$ cat src/rtl/dither_pkg.sv
// Package: shared encodings and constants for the pixel dither generator.
// Assumes: the rate field is two bits wide; codes 10 and 11 both mean frame rate.
package dither_pkg;

    // Advance-rate codes carried on rate_sel
    typedef enum logic [1:0] {
        RATE_PIXEL = 2'b00,
        RATE_LINE  = 2'b01,
        RATE_FRAME = 2'b10,
        RATE_FRAME_ALT = 2'b11
    } rate_e;

    // Default PRNG seed and feedback mask (bits 15,13,12,10)
    localparam logic [15:0] DEF_SEED = 16'hACE1;
    localparam logic [15:0] DEF_TAPS = 16'hB400;

    // Offset widths for the two amplitude settings
    localparam int WIDE_BITS   = 4;
    localparam int NARROW_BITS = 2;

endpackage

$ cat src/rtl/dither_sync_edge.sv
// Module: dither_sync_edge
// Detects the rising edge of a level input that is synchronous to clk.
// Assumes: the level is already in the clk domain; the previous level is 0 after reset.
module dither_sync_edge (
    input  logic clk,
    input  logic rst_n,
    input  logic level,
    output logic rise
);

    logic prev_q;

    // Remember the level seen in the previous cycle
    always_ff @(posedge clk) begin
        if (!rst_n) begin
            prev_q <= 1'b0;
        end else begin
            prev_q <= level;
        end
    end

    // Edge is the current high level after a low one
    always_comb begin
        rise = level & ~prev_q;
    end

endmodule

$ cat src/rtl/dither_lfsr.sv
// Module: dither_lfsr
// Fibonacci shift register: it shifts left and feeds the XOR of the tapped bits into bit 0.
// Assumes: TAPS and SEED describe a maximal-length sequence and SEED is nonzero;
// clr takes priority over step.
module dither_lfsr #(
    parameter int            W    = 16,
    parameter logic [W-1:0]  SEED = 16'hACE1,
    parameter logic [W-1:0]  TAPS = 16'hB400
) (
    input  logic         clk,
    input  logic         rst_n,
    input  logic         clr,
    input  logic         step,
    output logic [W-1:0] state
);

    logic [W-1:0] state_q;
    logic [W-1:0] state_nxt;
    logic         fb;

    // Feedback bit and shifted next state
    always_comb begin
        fb        = ^(state_q & TAPS);
        state_nxt = {state_q[W-2:0], fb};
    end

    // State register: seed on reset or clear, else advance on step
    always_ff @(posedge clk) begin
        if (!rst_n) begin
            state_q <= SEED;
        end else if (clr) begin
            state_q <= SEED;
        end else if (step) begin
            state_q <= state_nxt;
        end
    end

    assign state = state_q;

endmodule

$ cat src/rtl/dither_apply.sv
// Module: dither_apply
// Turns the low PRNG bits into a signed offset, adds it to the pixel, clamps the sum
// and registers the result with its valid flag (one cycle of latency).
// Assumes: NARROW_BITS < WIDE_BITS <= PRNG_W and WIDE_BITS <= DATA_W.
module dither_apply #(
    parameter int DATA_W      = 8,
    parameter int PRNG_W      = 16,
    parameter int WIDE_BITS   = 4,
    parameter int NARROW_BITS = 2
) (
    input  logic              clk,
    input  logic              rst_n,
    input  logic              in_valid,
    input  logic [DATA_W-1:0] in_data,
    input  logic              dith_en,
    input  logic              amp_sel,
    input  logic [PRNG_W-1:0] prng,
    output logic              out_valid,
    output logic [DATA_W-1:0] out_data
);

    localparam int SUM_W = DATA_W + 2;
    localparam logic signed [SUM_W-1:0] MAX_CODE = SUM_W'((1 << DATA_W) - 1);

    logic signed [SUM_W-1:0] offset;
    logic signed [SUM_W-1:0] sum;
    logic [DATA_W-1:0]       clamped;
    logic [DATA_W-1:0]       result;

    // Sign-extend the selected number of low PRNG bits
    always_comb begin
        if (amp_sel) begin
            offset = SUM_W'($signed(prng[NARROW_BITS-1:0]));
        end else begin
            offset = SUM_W'($signed(prng[WIDE_BITS-1:0]));
        end
    end

    // Add the offset and saturate into the output code range
    always_comb begin
        sum = $signed({2'b00, in_data}) + offset;
        if (sum < 0) begin
            clamped = '0;
        end else if (sum > MAX_CODE) begin
            clamped = '1;
        end else begin
            clamped = sum[DATA_W-1:0];
        end
        result = dith_en ? clamped : in_data;
    end

    // Output register: result and valid move together
    always_ff @(posedge clk) begin
        if (!rst_n) begin
            out_valid <= 1'b0;
            out_data  <= '0;
        end else begin
            out_valid <= in_valid;
            if (in_valid) begin
                out_data <= result;
            end
        end
    end

endmodule

$ cat src/rtl/pixel_dither_gen.sv
// Module: pixel_dither_gen (top)
// Adds PRNG dither to a pixel stream. The PRNG advances per pixel, per line or per
// frame, as rate_sel selects. A seed-clear control loads the PRNG with its fixed seed.
// Assumes: hsync and vsync are synchronous to clk; controls change between pixels.
module pixel_dither_gen
    import dither_pkg::*;
#(
    parameter int                DATA_W = 8,
    parameter int                PRNG_W = 16,
    parameter logic [PRNG_W-1:0] SEED   = DEF_SEED,
    parameter logic [PRNG_W-1:0] TAPS   = DEF_TAPS
) (
    input  logic              clk,
    input  logic              rst_n,
    input  logic              in_valid,
    input  logic [DATA_W-1:0] in_data,
    input  logic              hsync,
    input  logic              vsync,
    input  logic              dith_en,
    input  logic              amp_sel,
    input  logic [1:0]        rate_sel,
    input  logic              seed_clr,
    output logic              out_valid,
    output logic [DATA_W-1:0] out_data
);

    localparam int N_SYNC = 2;

    logic [N_SYNC-1:0] sync_lvl;
    logic [N_SYNC-1:0] sync_rise;
    logic              prng_step;
    logic [PRNG_W-1:0] prng_q;
    rate_e             rate;

    assign sync_lvl = {vsync, hsync};

    // One rising-edge detector for each sync input
    for (genvar g = 0; g < N_SYNC; g++) begin : g_sync
        dither_sync_edge u_edge (
            .clk   (clk),
            .rst_n (rst_n),
            .level (sync_lvl[g]),
            .rise  (sync_rise[g])
        );
    end

    // Pick the event that advances the PRNG
    always_comb begin
        rate = rate_e'(rate_sel);
        case (rate)
            RATE_PIXEL: prng_step = in_valid;
            RATE_LINE:  prng_step = sync_rise[0];
            default:    prng_step = sync_rise[1];
        endcase
    end

    dither_lfsr #(
        .W    (PRNG_W),
        .SEED (SEED),
        .TAPS (TAPS)
    ) u_lfsr (
        .clk   (clk),
        .rst_n (rst_n),
        .clr   (seed_clr),
        .step  (prng_step),
        .state (prng_q)
    );

    dither_apply #(
        .DATA_W      (DATA_W),
        .PRNG_W      (PRNG_W),
        .WIDE_BITS   (WIDE_BITS),
        .NARROW_BITS (NARROW_BITS)
    ) u_apply (
        .clk       (clk),
        .rst_n     (rst_n),
        .in_valid  (in_valid),
        .in_data   (in_data),
        .dith_en   (dith_en),
        .amp_sel   (amp_sel),
        .prng      (prng_q),
        .out_valid (out_valid),
        .out_data  (out_data)
    );

endmodule

$ cat config.mk
export PLATFORM = sky130hd
export DESIGN_NAME = pixel_dither_gen
export DESIGN_NICKNAME = d
export VERILOG_FILES = /design/src/rtl/dither_pkg.sv /design/src/rtl/dither_sync_edge.sv /design/src/rtl/dither_lfsr.sv /design/src/rtl/dither_apply.sv /design/src/rtl/pixel_dither_gen.sv
export SDC_FILE = /design/constraint.sdc
export NUM_CORES = 1
export LEC_CHECK = 0
export CAP_MARGIN = 5
export CORE_MARGIN = 4
export CORE_UTILIZATION = 47
export DETAILED_ROUTE_END_ITERATION = 8
export PLACE_DENSITY = 0.77
export SLEW_MARGIN = 20
export SYNTH_ARGS = -nofsm -noshare
export SYNTH_HDL_FRONTEND = slang
export SYNTH_SLANG_ARGS = --single-unit
$ cat constraint.sdc
create_clock -name clk -period 2.95 [get_ports clk]
set_input_delay 0.59 -clock clk [delete_from_list [all_inputs] [get_ports clk]]
set_output_delay 0.59 -clock clk [all_outputs]
set_load 0.005 [all_outputs]
# [After elaboration in Yosys (flattened, before gate mapping)]
# Cells that the tools add are included.
[op_classes] muxes=5 n_reduce_logical=3 order_cmp=2 bitwise_logic=5 add_sub_neg=1 n_eq_ne=1
[ops] operator="$mux 8" n=3
[ops] operator="$reduce_xor 16->1" n=1
[ops] operator="$add 9x10->10" n=1
[ops] operator="$gt 10x9->1 const B" n=1
[ops] operator="$lt 10x1->1 const B" n=1
[ops] operator="$mux 10" n=1
[ops] operator="$not 1->1" n=3
[ops] operator="$and 1x1->1" n=2
[ops] operator="$eq 2x1->1 const B" n=1
[ops] operator="$logic_not 2->1" n=1
[ops] operator="$pmux 1 s2" n=1
[ops] operator="$reduce_or 2->1" n=1
[word_totals] output_inout_bits=9 register_bits=27 elab_cells=22 in_bits=18

# [Logic depth before layout (Yosys ltp)]
# Gate-level depths: netlist of the first run.
[logic_depth] ltp_word=6 ltp_mapped=10 depth_no_buf=9

# [Hierarchy]
# Synthesis of the first run repeated with hierarchy kept, for this count alone.
[hier_totals] hier_cells=166 hier_area_um2=1632.8
[by_module_without_submodules] module="dither_apply" seq_area_each_um2=180.2 area_per_inst_um2=907.1 cells_each=100 instances=1
[by_module_without_submodules] module="dither_lfsr" seq_area_each_um2=320.3 area_per_inst_um2=626.9 cells_each=57 instances=1
[by_module_without_submodules] module="dither_sync_edge" seq_area_each_um2=20.0 area_per_inst_um2=40.0 cells_each=3 instances=2
[by_module_without_submodules] module="pixel_dither_gen" seq_area_each_um2=0.0 area_per_inst_um2=18.8 cells_each=3 instances=1

# [Worst setup path after synthesis of the first run]
# Ideal clock, no wire load.
[synth_timing] kind="input -> register" start="in amp_sel" end="reg u_apply.out_data[6]" cell_stages=9 path_buffers=1 slack_ns=-0.042 t_arrival_ns=2.865 path_cell_list="o21ai_1 ha_1 a21o_1 a21o_1 o211a_4 and4b_1 buf_6 a2111oi_2 nor3_1"
[synth_via] elab_chain_len=6 word_cells_on_any_way=7 cone_classes="add/sub (1); order compare (2); mux (4)"
[synth_lines] item="start, declared" line="pixel_dither_gen.sv:20" source="input logic amp_sel,"
[synth_lines] item="$mux 10 (*)" line="dither_apply.sv:32" source="if (amp_sel) begin"
[synth_lines] item="$add 9x10->10 (*)" line="dither_apply.sv:41" source="sum = $signed({2'b00, in_data}) + offset;"
[synth_lines] item="$gt 10x9->1" line="dither_apply.sv:44" source="end else if (sum > MAX_CODE) begin"
[synth_lines] item="$mux 8" line="dither_apply.sv:44"
[synth_lines] item="$mux 8 (*)" line="dither_apply.sv:42" source="if (sum < 0) begin"
[synth_lines] item="$mux 8 (*)" line="dither_apply.sv:49" source="result = dith_en ? clamped : in_data;"
[synth_lines] item="end signal, assigned" line="dither_apply.sv:60" source="out_data <= result;"
[synth_lines] item="end, declared" line="dither_apply.sv:19" source="output logic [DATA_W-1:0] out_data"
# Every way passes the cells marked *; elsewhere a longest branch is shown, timed or not.
# A chain may end at the register's enable or synchronous reset.

# [Worst setup path in the final report of the first run]
[layout_timing] start="in amp_sel" end="reg u_apply.out_data[2]"
# The elaborated chain is that of the path after synthesis.

==> results.toml, run 1 <==
[yosys]
ys_seq_elements = 27
synth-simple-area-share_pct = 14.1
ys_seq_area_share_pct = 34.9
ys_warn_count = 0
synthTopCellsByArea = "dfxtp_1 35%, mux2i_1 10%, ha_1 7.3%, o21ai_0 4.8%, o32ai_1 3.4%"
synth_top_family_by_area = "compound AO/OA/AOI/OAI gates"
yosysTopAreaCellShare_pct = 34.9
synth_xor_area_share_pct = 3.95
muxShareOfSynthArea_pct = 10.3
synth_compound_area_share_pct = 23.4
synth_area_leader_cell = "dfxtp_1"
synth-adder-area-share_pct = 8.56
synth_cell_types = 38
syn_nets = 192
netlist_area_mm2 = 0.00155
yosysMostFrequentCell = "dfxtp_1"
synth_area_per_cell_um2 = 9.45
synthCells = 164
synth_ff_type = "dfxtp_1"
synthTopCellsByCount = "27 x dfxtp_1, 16 x mux2i_1, 15 x o21ai_0, 11 x nand2_1, 10 x inv_1"
async_flop_share_pct = 0
synth-edff-count = 0

[die]
ios = 27
die-area_mm2 = 0.00428
die_x_um = 65.4
initial_core_util_pct = 50.0
num_rows = 20
die_h_um = 65.4
core_mm2 = 0.00310

[detailed_routing]
totalWireLength_um = 3470
viasPerCell = 5.34
drt_iter0_markers = 44
routedWlPerCell_um = 14.1
first_pass_iters = 4
antenna_left = 0
drc = 0
vias = 1319

[sta]
hold_slack_ps = 499
finalHoldViolations = 0
tns_ps = 0
fin_crit_sh_pct = 94.3
max_freq_mhz = 360
drv_slew = 0
relSlewSlack_pct = 66.1
finalCriticalPeriod_ps = 2780
setup_ws_ps = 170
finClkSkew_ps = 5.51
timing.final.setup_violations = 0
rsz0062_at_grt = "true"
worstMarginPinSlew_ps = 508

[grt]
grt_start_max_net_pins = 19
antenna_found_initial = 0
grt_pass1_wl_um = 5940
grt_pass1_vias = 1321
overflow = 0
grt_use_total_pct = 17.3

[worst_setup_path]
cp_max_fo = 8
cp_num_cells = 11
regToRegSetupSlack_ps = 470
cp_data_arrival_time_ps = 3020
crit_type = "input pin to register"
cp.required_ps = 3190
cp-start-kind = "input pin"
crit_end = "u_apply.out_data[2]$_SDFFE_PN0P_"
ff2ff_path_depth = 10
max_stage_delay_ps = 500
cp_cell_sequence = "clkdlybuf4s50_1, nand2_1, o21ai_2, buf_4, ha_1, a21o_1, a21o_1, o311ai_4, and4b_1, o32ai_1, a31oi_1"
rr_startpoint = "u_lfsr.state[3]$_SDFFE_PP0P_"
critPathSlowestCell = "clkdlybuf4s50_1"
crit_family = "compound AO/OA/AOI/OAI gates"
critPathBufInv = 2
cp-end-kind = "register"
cp-startpoint = "amp_sel"
timing.rr.end = "u_apply.out_data[2]$_SDFFE_PN0P_"
cp_common_cell = "a21o_1"

[clock_network]
cts_resized = 0
hold_buffers = 0
htree_num_levels = 1
cts_tree = "yes"
cts_setup_buffers = 0
clk_pin_slew_ps = 160
root_buffer = "clkbuf_4"
insertion_delay_ps = 330
clock-sinks = 27
cts_buffer_depth = 2
numCtsBuffers = 3

[finish]
finish.instance_area_mm2 = 0.00200
layout.nets = 232
multi_input_comb_area_um2 = 940
n_antenna_cell = 0
regArea_um2 = 541
num-fill-cells = 301
drive_above_1_share_pct = 13.8
area_growth_pct = 28.7

[power_and_ir_drop]
switching_share_pct = 28.9
clkPwrFrac_pct = 22.4
vdd_drop_max_v = 0.000204
internal-power_mw = 0.544
seq_power_share_pct = 51.4
leakagePower_nw = 0.838
powerDensity_mw_per_mm2 = 383
comb_power_share_pct = 26.2
p_sw_mw = 0.221
p_total_mw = 0.765

[run_status]
outcome = "finished, final reports clean"

[place]
io_buffers = 26
hpwl_um = 2670
place_area_mm2 = 0.00197
pre_cts_slack_ps = -197
place.gp.congestion = 0.919

[hold_path]
hold_class = "register to register"

[flow_run]
max_cap_violations = 0
-- placed cells by master (no fill, tap or decap), types with 2 or more instances in the layout --
cell type        instances
dfxtp_1                 27
buf_4                   15
nor2_1                   9
clkbuf_4                 3
mux2i_1                 16
nor2b_1                  2
xnor2_1                  6
o21ai_1                  2
o21ai_0                 14
a31oi_1                  2
o32ai_1                  6
and2_1                   3
a21oi_1                  8
ha_1                     9
inv_1                   10
o21a_1                   2
a21boi_0                 5
nor3_1                   4
nor4_4                   2
nand2_1                 11
a21o_1                   3
clkdlybuf4s50_1         26
-- sequential cells by signal, summed over array words and instances (netlist names) --
register	cells
u_apply.out_data	8
u_apply.out_valid	1
u_lfsr.state	16
g_sync.u_edge.prev_q	2
-- per-stage QoR --
step	std cells	utilization, %
2_1_floorplan	164	-
3_3_place_gp	243	63.3
3_5_place_dp	243	63.3
4_1_cts	247	64.3
5_1_grt	247	64.3
6_report	247	64.3
-- per-layer routing --
metal  global-route usage [%]  vias up  share of wire [%]
li1                         -      674                  -
met1                     24.0      605                 51
met2                     27.3       36                 43
met3                     4.10        4                5.2
met4                     3.37        0               0.78
met5                        0        -                  0
-- tightest hold or removal path, cell delays in order, from the launching register on --
cell	delay [ps]
dfxtp_1	360
mux2i_1	70
nand2_1	50
-- power by group through the flow --
stage / clock (mW) / combinational [mW] / sequential, mW
after CTS: 0.171 / 0.201 / 0.394
after detailed placement: 0 / 0.199 / 0.401
after floorplan: 0 / 0.116 / 0.400
final: 0.171 / 0.200 / 0.394
after global placement: 0 / 0.195 / 0.401
after global routing: 0.182 / 0.220 / 0.396
-- logic make-up (layout without fill, tap and decap cells) --
| family | Yosys count | count (layout) |
|---|---|---|
| flops | 27 | 27 |
| mux | 16 | 16 |
| compound gates | 50 | 50 |
| xor+xnor | 7 | 7 |
| buf+inv | 17 | 56 |
| simple gates | 37 | 37 |
| fa+ha+maj | 10 | 10 |
-- worst min path at each step --
stage	from	end	cells past startpoint
final	u_lfsr.state[11]$_SDFFE_PP1P_	u_lfsr.state[11]$_SDFFE_PP1P_	2
after global routing	u_lfsr.state[11]$_SDFFE_PP1P_	u_lfsr.state[11]$_SDFFE_PP1P_	2
after CTS	u_lfsr.state[11]$_SDFFE_PP1P_	u_lfsr.state[11]$_SDFFE_PP1P_	2
after detailed placement	u_lfsr.state[11]$_SDFFE_PP1P_	u_lfsr.state[11]$_SDFFE_PP1P_	2
after global placement	u_lfsr.state[6]$_SDFFE_PP1P_	u_lfsr.state[6]$_SDFFE_PP1P_	2
after floorplan	u_lfsr.state[11]$_SDFFE_PP1P_	u_lfsr.state[11]$_SDFFE_PP1P_	2
-- cell type report --
| class | instances | share of cell area [%] |
|---|---|---|
| Clock buffer | 3 | 1.13 |
| Clock inverter | 1 | 0.376 |
| Inverter | 10 | 1.88 |
| Multi-Input combinational cell | 120 | 47.1 |
| Sequential cell | 27 | 27.1 |
| Tap cell | 44 | 2.76 |
| Timing Repair Buffer | 42 | 19.7 |
Power figures use the tool's default switching activity.
==> run 2, diff against run 1 <==
==> constraint.sdc (replaced) <==
create_clock -name clk -period 2.95 [get_ports clk]
set_input_delay 0.4425 -clock clk [delete_from_list [all_inputs] [get_ports clk]]
set_output_delay 0.4425 -clock clk [all_outputs]
set_load 0.005 [all_outputs]
==> run 2 against run 1 <==
Wire length shrank 3.7%. Critical path type unchanged. Power is 2.6% lower. Global-route usage is 0.82 points lower. Non-clock buffer count decreased by 6. Sequential cell count stayed put. Highest routed layer unchanged. Core utilization is 2.0 points lower. Critical path depth shrank 1.
==> results.toml, run 2 (same netlist as run 1, synthesis figures left out) <==
[run_status]
outcome = "finished, final reports clean"

[worst_setup_path]
cp_common_cell = "o21a_1"
timing.rr.end = "u_apply.out_data[6]$_SDFFE_PN0P_"
rr_startpoint = "u_lfsr.state[3]$_SDFFE_PP0P_"
regToRegSetupSlack_ps = 320
cp.required_ps = 3170
cp-start-kind = "input pin"
ff2ff_path_depth = 9
cp-end-kind = "register"
max_stage_delay_ps = 510
cp_data_arrival_time_ps = 3020
critPathSlowestCell = "clkdlybuf4s50_1"
crit_type = "input pin to register"
cp_max_fo = 6
cp_cell_sequence = "clkdlybuf4s50_1, nand2_1, o21ai_1, ha_1, o21a_1, o31a_1, o21a_1, or3_1, a2111oi_2, nor3_1"

[clock_network]
insertion_delay_ps = 320
cts_buffer_depth = 2
htree_num_levels = 1
cts_tree = "yes"
numCtsBuffers = 3
clock-sinks = 27
hold_buffers = 0
root_buffer = "clkbuf_4"
clk_pin_slew_ps = 140

[power_and_ir_drop]
p_sw_mw = 0.207
internal-power_mw = 0.539
seq_power_share_pct = 52.8
clkPwrFrac_pct = 20.9
switching_share_pct = 27.7
p_total_mw = 0.746
vdd_drop_max_v = 0.000139
comb_power_share_pct = 26.2
powerDensity_mw_per_mm2 = 386
leakagePower_nw = 0.806

[die]
die_x_um = 65.4
ios = 27
core_mm2 = 0.00310
die-area_mm2 = 0.00428
num_rows = 20
die_h_um = 65.4
initial_core_util_pct = 50.0

[hold_path]
min_to = "u_lfsr.state[11]$_SDFFE_PP1P_"
hold_class = "register to register"
min_path_cells = 2
hp-start = "u_lfsr.state[11]$_SDFFE_PP1P_"

[sta]
finalCriticalPeriod_ps = 2800
finalHoldViolations = 0
timing.final.setup_violations = 0
setup_ws_ps = 151
relSlewSlack_pct = 66.3
finClkSkew_ps = 1.13
rsz0062_at_grt = "false"
drv_slew = 0
hold_slack_ps = 491
fin_crit_sh_pct = 94.9
worstMarginPinSlew_ps = 504
max_freq_mhz = 357

[finish]
area_growth_pct = 24.7
layout_common_cells = "27 x dfxtp_1, 26 x clkdlybuf4s50_1, 16 x mux2i_1"
final_common_cell = "dfxtp_1"
final_core_util_pct = 62.3
n_antenna_cell = 0
layout.nets = 226
largest_register_ffs = 16
drive_above_1_share_pct = 11.2

[detailed_routing]
first_pass_iters = 4
vias = 1290
drt_iter0_markers = 67
antenna_left = 0
totalWireLength_um = 3340
routedWlPerCell_um = 13.9
viasPerCell = 5.35
drc = 0

[grt]
antenna_found_initial = 0
overflow = 0
grt_start_max_net_pins = 19
grt_use_total_pct = 16.4
grt_pass1_wl_um = 5610
grt_pass1_vias = 1241

[place]
pre_cts_slack_ps = -211
io_buffers = 26
hpwl_um = 2630
place.gp.congestion = 0.916

[flow_run]
max_cap_violations = 0
-- run 2: how the worst max path moves through the flow --
stage          cells after the start  slack (ps)  startpoint                          endpoint
6_report                          10         150     amp_sel  u_apply.out_data[6]$_SDFFE_PN0P_
5_1_grt                           10           8     amp_sel  u_apply.out_data[5]$_SDFFE_PN0P_
4_1_cts                           10         140     amp_sel  u_apply.out_data[6]$_SDFFE_PN0P_
3_5_place_dp                      10        -210     amp_sel  u_apply.out_data[6]$_SDFFE_PN0P_
3_3_place_gp                      10         -80     amp_sel  u_apply.out_data[2]$_SDFFE_PN0P_
2_1_floorplan                      9         110     amp_sel  u_apply.out_data[6]$_SDFFE_PN0P_
-- run 2: per-stage QoR --
stage / instances / TNS (ps) / instance area, um2
global placement: 237 / -429 / 1900
CTS: 241 / 0 / 1930
floorplan: 164 / 0 / 1550
global route: 241 / 0 / 1930
detailed placement: 237 / -1420 / 1900
finish: 241 / 0 / 1930
-- run 2: cell type report --
type | instances | area, um2
flip-flops and latches | 27 | 541
well taps | 44 | 55.1
multi-input cells | 120 | 937
repair buffers | 36 | 335
clock inverters | 1 | 5.00
inverters | 10 | 37.5
clock buffers | 3 | 22.5
fillers | 275 | 1170
-- run 2: critical path, delay by kind of cell --
kind                       cells  cell delay, ps
and+or+nand+nor                3             530
buffers and inverters          1             510
adders and majority gates      1             350
AOI/OAI and AO/OA              5            1180
-- run 2: routing by layer --
| metal | track usage (%) | wire [um] | up-vias |
|---|---|---|---|
| li1 | - | - | 660 |
| met4 | 3.89 | 30 | 0 |
| met3 | 3.08 | 159 | 4 |
| met5 | 0 | 0 | - |
| met1 | 22.0 | 1630 | 593 |
| met2 | 27.3 | 1520 | 33 |
-- run 2: power by group through the flow --
stage          Combinational (mW)  Clock (mW)  Sequential (mW)
6_report                    0.196       0.156            0.394
5_1_grt                     0.214       0.176            0.397
4_1_cts                     0.196       0.162            0.394
3_5_place_dp                0.194           0            0.402
3_3_place_gp                0.190           0            0.401
2_1_floorplan               0.116           0            0.400
-- run 2: what timing repair did --
item,CTS,global route
setup endpoints to repair,0,3
buffers inserted,0,0
resized for setup,0,1
==> run 3, diff against run 2 <==
--- a/config.mk
+++ b/config.mk
@@ -7,9 +7,9 @@
 export LEC_CHECK = 0
 export CAP_MARGIN = 5
 export CORE_MARGIN = 4
-export CORE_UTILIZATION = 47
+export CORE_UTILIZATION = 52
 export DETAILED_ROUTE_END_ITERATION = 8
-export PLACE_DENSITY = 0.77
+export PLACE_DENSITY = 0.81
 export SLEW_MARGIN = 20
 export SYNTH_ARGS = -nofsm -noshare
 export SYNTH_HDL_FRONTEND = slang
==> constraint.sdc (replaced) <==
create_clock -name clk -period 3.1 [get_ports clk]
set_input_delay 0.465 -clock clk [delete_from_list [all_inputs] [get_ports clk]]
set_output_delay 0.465 -clock clk [all_outputs]
set_load 0.005 [all_outputs]
==> run 3 against run 2 <==
Clock skew rose by 5.2 ps. Critical endpoint is now u_apply.out_data[5]$_SDFFE_PN0P_. Clock power about the same. Critical path depth down 1. Largest power group unchanged. Highest routed layer unchanged.
==> results.toml, run 3 (same netlist as run 1, synthesis figures left out) <==
[sta]
timing.final.setup_violations = 0
hold_slack_ps = 496
drv_slew = 0
setup_ws_ps = 236
rsz0062_at_grt = "false"
fin_crit_sh_pct = 92.4
worstMarginPinSlew_ps = 514
relSlewSlack_pct = 65.7
finalHoldViolations = 0
finClkSkew_ps = 6.33
max_freq_mhz = 349
finalCriticalPeriod_ps = 2860

[finish]
area_growth_pct = 21.3
largest_register_ffs = 16
num-fill-cells = 235
layout_common_cells = "27 x dfxtp_1, 26 x clkdlybuf4s50_1, 16 x mux2i_1"
final_common_cell = "dfxtp_1"
final_core_util_pct = 67.0
finish.instance_area_mm2 = 0.00188
n_antenna_cell = 0
drive_above_1_share_pct = 8.33
layout.nets = 221

[hold_path]
hold_class = "register to register"

[clock_network]
cts_setup_buffers = 0
cts_tree = "yes"
clk_pin_slew_ps = 140
htree_num_levels = 1
clock-sinks = 27
insertion_delay_ps = 330
cts_resized = 0
root_buffer = "clkbuf_4"
numCtsBuffers = 3
hold_buffers = 0
cts_buffer_depth = 2

[worst_setup_path]
cp_data_arrival_time_ps = 3130
cp-start-kind = "input pin"
crit_family = "compound AO/OA/AOI/OAI gates"
cp_num_cells = 9
crit_type = "input pin to register"
max_stage_delay_ps = 440
critPathSlowestCell = "clkdlybuf4s50_1"
ff2ff_path_depth = 9
cp_cell_sequence = "clkdlybuf4s50_1, o21ai_1, ha_1, o21a_1, o31a_1, o311ai_4, and4b_1, o32ai_1, a21oi_1"
cp-end-kind = "register"
regToRegSetupSlack_ps = 410
cp-startpoint = "amp_sel"
crit_end = "u_apply.out_data[5]$_SDFFE_PN0P_"
cp.required_ps = 3370
timing.rr.end = "u_apply.out_data[5]$_SDFFE_PN0P_"
cp_max_fo = 8
critPathBufInv = 1
rr_startpoint = "u_lfsr.state[3]$_SDFFE_PP0P_"

[die]
ios = 27
die_h_um = 62.6
num_rows = 19
core_mm2 = 0.00281
initial_core_util_pct = 55.3
die_x_um = 62.6
die-area_mm2 = 0.00392

[detailed_routing]
routedWlPerCell_um = 15.1
drc = 0
viasPerCell = 5.92
totalWireLength_um = 3370
first_pass_iters = 4
antenna_left = 0
vias = 1320
drt_iter0_markers = 28

[flow_run]
max_cap_violations = 0

[run_status]
outcome = "finished, final reports clean"

[grt]
grt_start_max_net_pins = 18
grt_pass1_vias = 1312
antenna_found_initial = 0
grt_pass1_wl_um = 5700
overflow = 0
grt_use_total_pct = 17.6

[place]
io_buffers = 26
place_area_mm2 = 0.00185
place.gp.congestion = 0.907
hpwl_um = 2630
pre_cts_slack_ps = -99.3

[power_and_ir_drop]
p_total_mw = 0.709
leakagePower_nw = 0.777
powerDensity_mw_per_mm2 = 377
vdd_drop_max_v = 0.000248
-- run 3: changes by cell type in the layout (fill, tap and decap cells not counted), sizes merged --
cell      before  now
buf           10    5
clkinv         1    0
clkinvlp       0    1
-- run 3: per-layer routing --
metal,up-vias,GRT usage [%],wire [um]
met5,-,0,0
met4,0,6.34,42
met3,6,3.24,158
met2,41,31.6,1680
met1,622,20.7,1490
li1,651,-,-
-- run 3: metrics by stage --
stage	TNS (ps)	instances
after floorplan	0	164
after global placement	0	219
after detailed placement	-452	219
after CTS	0	223
after global routing	0	223
final	0	223
-- run 3: worst register-to-register path: stages, from the launching register on --
cell and delay, ps:
dfxtp_1 370, inv_1 50, o21ai_1 420, ha_1 380, o21a_1 190, o31a_1 140
o311ai_4 300, and4b_1 440, o32ai_1 160, a21oi_1 190
-- run 3: power breakdown --
| part | internal (mW) | switching [mW] |
|---|---|---|
| clock | 0.0494 | 0.104 |
| combinational | 0.0966 | 0.0836 |
| sequential | 0.365 | 0.0106 |
-- run 3: how the worst min path moves through the flow --
stage                                   from                            end  slack (ps)  depth (start not counted)
4_1_cts         u_lfsr.state[7]$_SDFFE_PP1P_   u_lfsr.state[7]$_SDFFE_PP1P_         500                          2
5_1_grt         u_lfsr.state[4]$_SDFFE_PP0P_   u_lfsr.state[5]$_SDFFE_PP1P_         530                          2
3_3_place_gp    u_lfsr.state[5]$_SDFFE_PP1P_   u_lfsr.state[5]$_SDFFE_PP1P_         450                          2
3_5_place_dp    u_lfsr.state[7]$_SDFFE_PP1P_   u_lfsr.state[7]$_SDFFE_PP1P_         470                          2
2_1_floorplan  u_lfsr.state[11]$_SDFFE_PP1P_  u_lfsr.state[11]$_SDFFE_PP1P_         440                          2
6_report        u_lfsr.state[7]$_SDFFE_PP1P_   u_lfsr.state[7]$_SDFFE_PP1P_         500                          2
-- run 3: area by class of cell --
class	count	area (um2)	share of cell area [%]
multi-input combinational	120	936	49.8
timing repair buffer	31	298	15.8
inverter	10	37.5	2.00
sequential	27	541	28.7
clock buffer	3	22.5	1.20
clock inverter	1	7.51	0.399
tap	31	38.8	2.06
